## src/rtl/lcd_pkg.sv

```systemverilog
package lcd_pkg;
  // Both enables must be in their active state for decoding.
  function automatic logic both_enabled(input logic hi, input logic lo_n);
    return hi & ~lo_n;
  endfunction
endpackage

```

## src/rtl/lcd_addr_hold.sv

```systemverilog
module lcd_addr_hold #(
  parameter int SEL_W     = 3,
  parameter bit USE_LATCH = 1'b0
) (
  input  logic             clk,
  input  logic             rst,
  input  logic [SEL_W-1:0] sel,
  input  logic             hold,
  output logic [SEL_W-1:0] addr
);
  generate
    if (USE_LATCH) begin : g_latch
      logic [SEL_W-1:0] lat_q;
      always_latch begin
        if (rst)        lat_q = '0;
        else if (!hold) lat_q = sel;
      end
      assign addr = lat_q;
    end else begin : g_reg
      logic [SEL_W-1:0] addr_q;
      always_ff @(posedge clk) begin
        if (rst)        addr_q <= '0;
        else if (!hold) addr_q <= sel;
      end
      // Pass-through when not holding, stored value otherwise.
      assign addr = hold ? addr_q : sel;

      assert_hold_keeps_R3: assert property (@(posedge clk) disable iff (rst)
        hold |=> $stable(addr_q));
      assert_open_captures_R2: assert property (@(posedge clk) disable iff (rst)
        !hold |=> addr_q == $past(sel));
    end
  endgenerate
endmodule

```

## src/rtl/lcd_onehot.sv

```systemverilog
module lcd_onehot #(
  parameter int SEL_W = 3,
  localparam int N_OUT = 1 << SEL_W
) (
  input  logic [SEL_W-1:0] addr,
  output logic [N_OUT-1:0] hot
);
  generate
    for (genvar i = 0; i < N_OUT; i++) begin : g_line
      assign hot[i] = (addr == SEL_W'(i));
    end
  endgenerate
endmodule

```

## src/rtl/lcd_out_stage.sv

```systemverilog
module lcd_out_stage #(
  parameter int N_OUT      = 8,
  parameter bit INVERT_OUT = 1'b0
) (
  input  logic             clk,
  input  logic             rst,
  input  logic [N_OUT-1:0] hot,
  input  logic             en_hi,
  input  logic             en_lo_n,
  output logic [N_OUT-1:0] y
);
  import lcd_pkg::*;
  localparam logic [N_OUT-1:0] POL_MASK = {N_OUT{INVERT_OUT}};

  logic [N_OUT-1:0] gated;
  logic [N_OUT-1:0] act;

  assign gated = both_enabled(en_hi, en_lo_n) ? hot : '0;

  always_ff @(posedge clk) begin
    if (rst) y <= POL_MASK;
    else     y <= gated ^ POL_MASK;
  end

  assign act = y ^ POL_MASK;

  assert_single_active_R1: assert property (@(posedge clk) disable iff (rst)
    (en_hi && !en_lo_n) |=> $countones(act) == 1);
  assert_idle_when_off_R5: assert property (@(posedge clk) disable iff (rst)
    (!en_hi || en_lo_n) |=> act == '0);
endmodule

```

## src/rtl/latched_decoder.sv

```systemverilog
module latched_decoder #(
  parameter int SEL_W      = 3,
  parameter bit INVERT_OUT = 1'b0,
  parameter bit USE_LATCH  = 1'b0,
  localparam int N_OUT     = 1 << SEL_W
) (
  input  logic             clk,
  input  logic             rst,
  input  logic [SEL_W-1:0] sel,
  input  logic             hold,
  input  logic             en_hi,
  input  logic             en_lo_n,
  output logic [N_OUT-1:0] y
);
  logic [SEL_W-1:0] eff_addr;
  logic [N_OUT-1:0] hot;

  lcd_addr_hold #(.SEL_W(SEL_W), .USE_LATCH(USE_LATCH)) u_hold (
    .clk(clk), .rst(rst), .sel(sel), .hold(hold), .addr(eff_addr)
  );

  lcd_onehot #(.SEL_W(SEL_W)) u_dec (
    .addr(eff_addr), .hot(hot)
  );

  lcd_out_stage #(.N_OUT(N_OUT), .INVERT_OUT(INVERT_OUT)) u_out (
    .clk(clk), .rst(rst), .hot(hot), .en_hi(en_hi), .en_lo_n(en_lo_n), .y(y)
  );

  logic [N_OUT-1:0] y_act;
  assign y_act = y ^ {N_OUT{INVERT_OUT}};

  assert_line_matches_addr_R1: assert property (@(posedge clk) disable iff (rst)
    (en_hi && !en_lo_n) |=> y_act[$past(eff_addr)]);
  assert_reset_idle_R8: assert property (@(posedge clk)
    rst |=> (y_act == '0));
endmodule

```

## config.mk

```make
export PLATFORM = sky130hd
export DESIGN_NAME = latched_decoder
export DESIGN_NICKNAME = d
export VERILOG_FILES = /design/src/rtl/lcd_pkg.sv /design/src/rtl/lcd_addr_hold.sv /design/src/rtl/lcd_onehot.sv /design/src/rtl/lcd_out_stage.sv /design/src/rtl/latched_decoder.sv
export SDC_FILE = /design/constraint.sdc
export NUM_CORES = 1
export LEC_CHECK = 0
export BUFFER_PORTS_ARGS = -buffer_cell sky130_fd_sc_hd__buf_2
export CAP_MARGIN = 20
export CORE_AREA = 5 5 42 44
export DETAILED_ROUTE_END_ITERATION = 8
export DIE_AREA = 0 0 47 49
export GPL_TIMING_DRIVEN = 0
export PLACE_DENSITY_LB_ADDON = 0.08
export SLEW_MARGIN = 20
export SYNTH_ARGS = -nofsm -noshare
export SYNTH_HDL_FRONTEND = slang
export SYNTH_SLANG_ARGS = --single-unit
```

## constraint.sdc

```tcl
create_clock -name clk -period 3.1 [get_ports clk]
set_clock_uncertainty 0.05 [all_clocks]
set_input_delay 0.93 -clock clk [delete_from_list [all_inputs] [get_ports clk]]
set_output_delay 0.93 -clock clk [all_outputs]
set_load 0.03 [all_outputs]
```

==> results.py <==
metrics = {
    "setup_path": {
        "path_buf_inv": 1,
        "slowest_delay_ns": 0.31,
        "critPathRequiredTime_ns": 2.12,
        "worst-path-max-fanout": 1,
        "cp_slowest_cell": "dfxtp_1",
        "ff2ff_path_depth": 2,
        "cp-end-kind": "output pin",
        "cp_top_family": "flip-flops",
        "critPathArrivalTime_ns": 0.77,
        "crit_cells": 1,
        "critical_path_class": "flop to output pin",
        "worstSetupStartpointType": "flop",
        "path_cells": "buf_2",
    },
    "final_layout": {
        "layout_commonest_cell": "buf_2",
        "nNetsFinal": 65,
        "final_core_util": 0.3848,
        "syn2layout_area_growth_pct": 29.04,
        "layout_common_cells": "buf_2, dfxtp_1, a211oi_1",
        "antenna_cells": 0,
        "drive_above_1_share": 0.3750,
    },
    "synth": {
        "syn-cell-area_sq_um": 417.9,
        "seq_area_frac_synth": 0.5269,
        "synth_fp_nets": 45,
        "synthXorXnorAreaFrac": 0,
        "synth_cells": 37,
        "postSynthAreaPerCell_sq_um": 11.29,
        "ys_ff_latch": 11,
        "synth.area.mux_share": 0.09880,
        "synth_top_family_by_area": "simple AND/OR/NAND/NOR gates",
        "synth_compound_area_frac": 0.1437,
        "synth-simple-area-share": 0.1916,
        "yosysUniqueCellTypes": 11,
        "ys_warn_count": 0,
        "synthAdderAreaFrac": 0,
    },
    "drt": {
        "drc": 0,
        "routed_via_density": 4.792,
        "drtAntennaViolNets": 0,
        "dr_total_vias": 345,
        "routed_wl_microns": 796,
        "first_iter_violations": 4,
        "drt_pass1_iterations": 4,
        "drt-wirelength-per-cell_microns": 11.06,
    },
    "pwr": {
        "ir_worst_vdd_uv": 209.8,
        "p_leak_uw": 0.0002336,
        "fin_total_pwr_uw": 270.1,
        "cellPowerDensity_mw_per_mm2": 500.9,
    },
    "die": {
        "num_rows": 14,
        "pin_count": 16,
        "die-area_sq_mm": 0.002303,
        "die_y_microns": 49,
        "fp.coreArea_sq_mm": 0.001401,
        "dieWidth_microns": 47,
        "initial_core_util": 0.2982,
    },
    "clocking": {
        "cts_htree_levels": 1,
        "cts-buffers-inserted": 3,
        "cts.clk_slew.worst_paths_ns": 0.07,
        "ctsHoldBuffers": 0,
        "postCtsSetupRepairBufs": 0,
        "ctsRootBufferMaster": "clkbuf_4",
        "clock-sinks": 11,
        "clock_latency_ns": 0.27,
        "tritoncts": "done",
        "post_cts_resized": 0,
        "clk_path_buf_depth": 2,
    },
    "sta": {
        "worst_slack_ns": 1.353,
        "fmax_mhz": 572.5,
        "maxSlewViolCount": 0,
        "timing.hold.ws_ns": 0.4969,
        "period_share": 0.5634,
        "hold_viol": 0,
        "finalSetupViolations": 0,
        "period_needed_ns": 1.747,
        "max_slew_margin": 0.7084,
        "fin_tns_setup_ns": 0,
        "rsz0062_at_grt": "false",
        "tightest_slew_ns": 0.4253,
    },
    "worst_hold_path": {
        "hold_path_class": "flop to flop",
        "min_path_cells": 2,
    },
    "global_route": {
        "grt_pass1_vias": 292,
        "antenna_found_initial": 0,
        "grt_max_degree": 11,
        "grt_use_total": 0.06926,
        "overflow": 0,
        "grt_pass1_wl_mm": 1.145,
    },
    "placement": {
        "gp_congestion": 0.7519,
        "io_buffers": 15,
        "pre_cts_slack_ns": 1.163,
    },
    "status": {
        "outcome": "finished clean",
    },
    "job": {
        "maxCapViolations": 0,
    },
}
-- worst paths after layout --
path | startpoint | to | slack (ns)
worst max-delay path | u_out.y[2] | y[2] | 1.35
worst max register to register | u_hold.g_reg.addr_q[0] | u_out.y[4] | 2.03
worst min register to register | u_hold.g_reg.addr_q[0] | u_out.y[7] | 0.50
worst min-delay path | u_hold.g_reg.addr_q[0] | u_out.y[7] | 0.50
-- flip-flops by register name (all words and copies together), names as in the netlist --
| name | count |
|---|---|
| u_hold.g_reg.addr_q | 3 |
| u_out.y | 8 |
-- through the flow --
stage | cells | area (sq um)
floorplan | 37 | 417.9
global placement | 68 | 513.0
detailed placement | 68 | 513.0
CTS | 72 | 539.3
global route | 72 | 539.3
finish | 72 | 539.3
-- synth_stat cells --
| library cell | n | area, sq um |
|---|---|---|
| buf_2 | 1 | 5.000 |
| nand3_1 | 1 | 5.000 |
| or3_1 | 1 | 6.260 |
| mux2_2 | 1 | 11.26 |
| buf_6 | 1 | 11.26 |
| nor2_1 | 3 | 11.26 |
| or3b_1 | 4 | 35.03 |
| a211oi_1 | 8 | 60.06 |
| mux2i_1 | 3 | 30.03 |
| nand3b_1 | 3 | 22.52 |
| dfxtp_1 | 11 | 220.2 |
-- final cells by class --
| cell class | count | area [sq um] |
|---|---|---|
| Tap cell | 16 | 20.02 |
| Clock buffer | 4 | 26.28 |
| Multi-Input combinational cell | 24 | 181.4 |
| Buffer | 2 | 16.27 |
| Fill cell | 152 | 862.1 |
| Sequential cell | 11 | 220.2 |
| Timing Repair Buffer | 15 | 75.07 |
-- logic make-up after synthesis --
kind of cell           count (synthesis)
multiplexers                           4
buffers and inverters                  2
AO/OA/AOI/OAI                          8
AND/OR/NAND/NOR                       12
flip-flops                            11
-- per-layer routing --
layer | share of wire | global-route usage | vias up
met5 | 0 | 0 | -
met4 | 0.014 | 0.02765 | 0
met3 | 0.15 | 0.04428 | 2
met2 | 0.42 | 0.09955 | 17
met1 | 0.42 | 0.08000 | 149
li1 | - | - | 177
-- power by group --
group	internal [uW]	switching, uW
Clock	49.8	45.7
Combinational	12.5	15.2
Sequential	145	2.17
(Power assumes the default switching activity.)
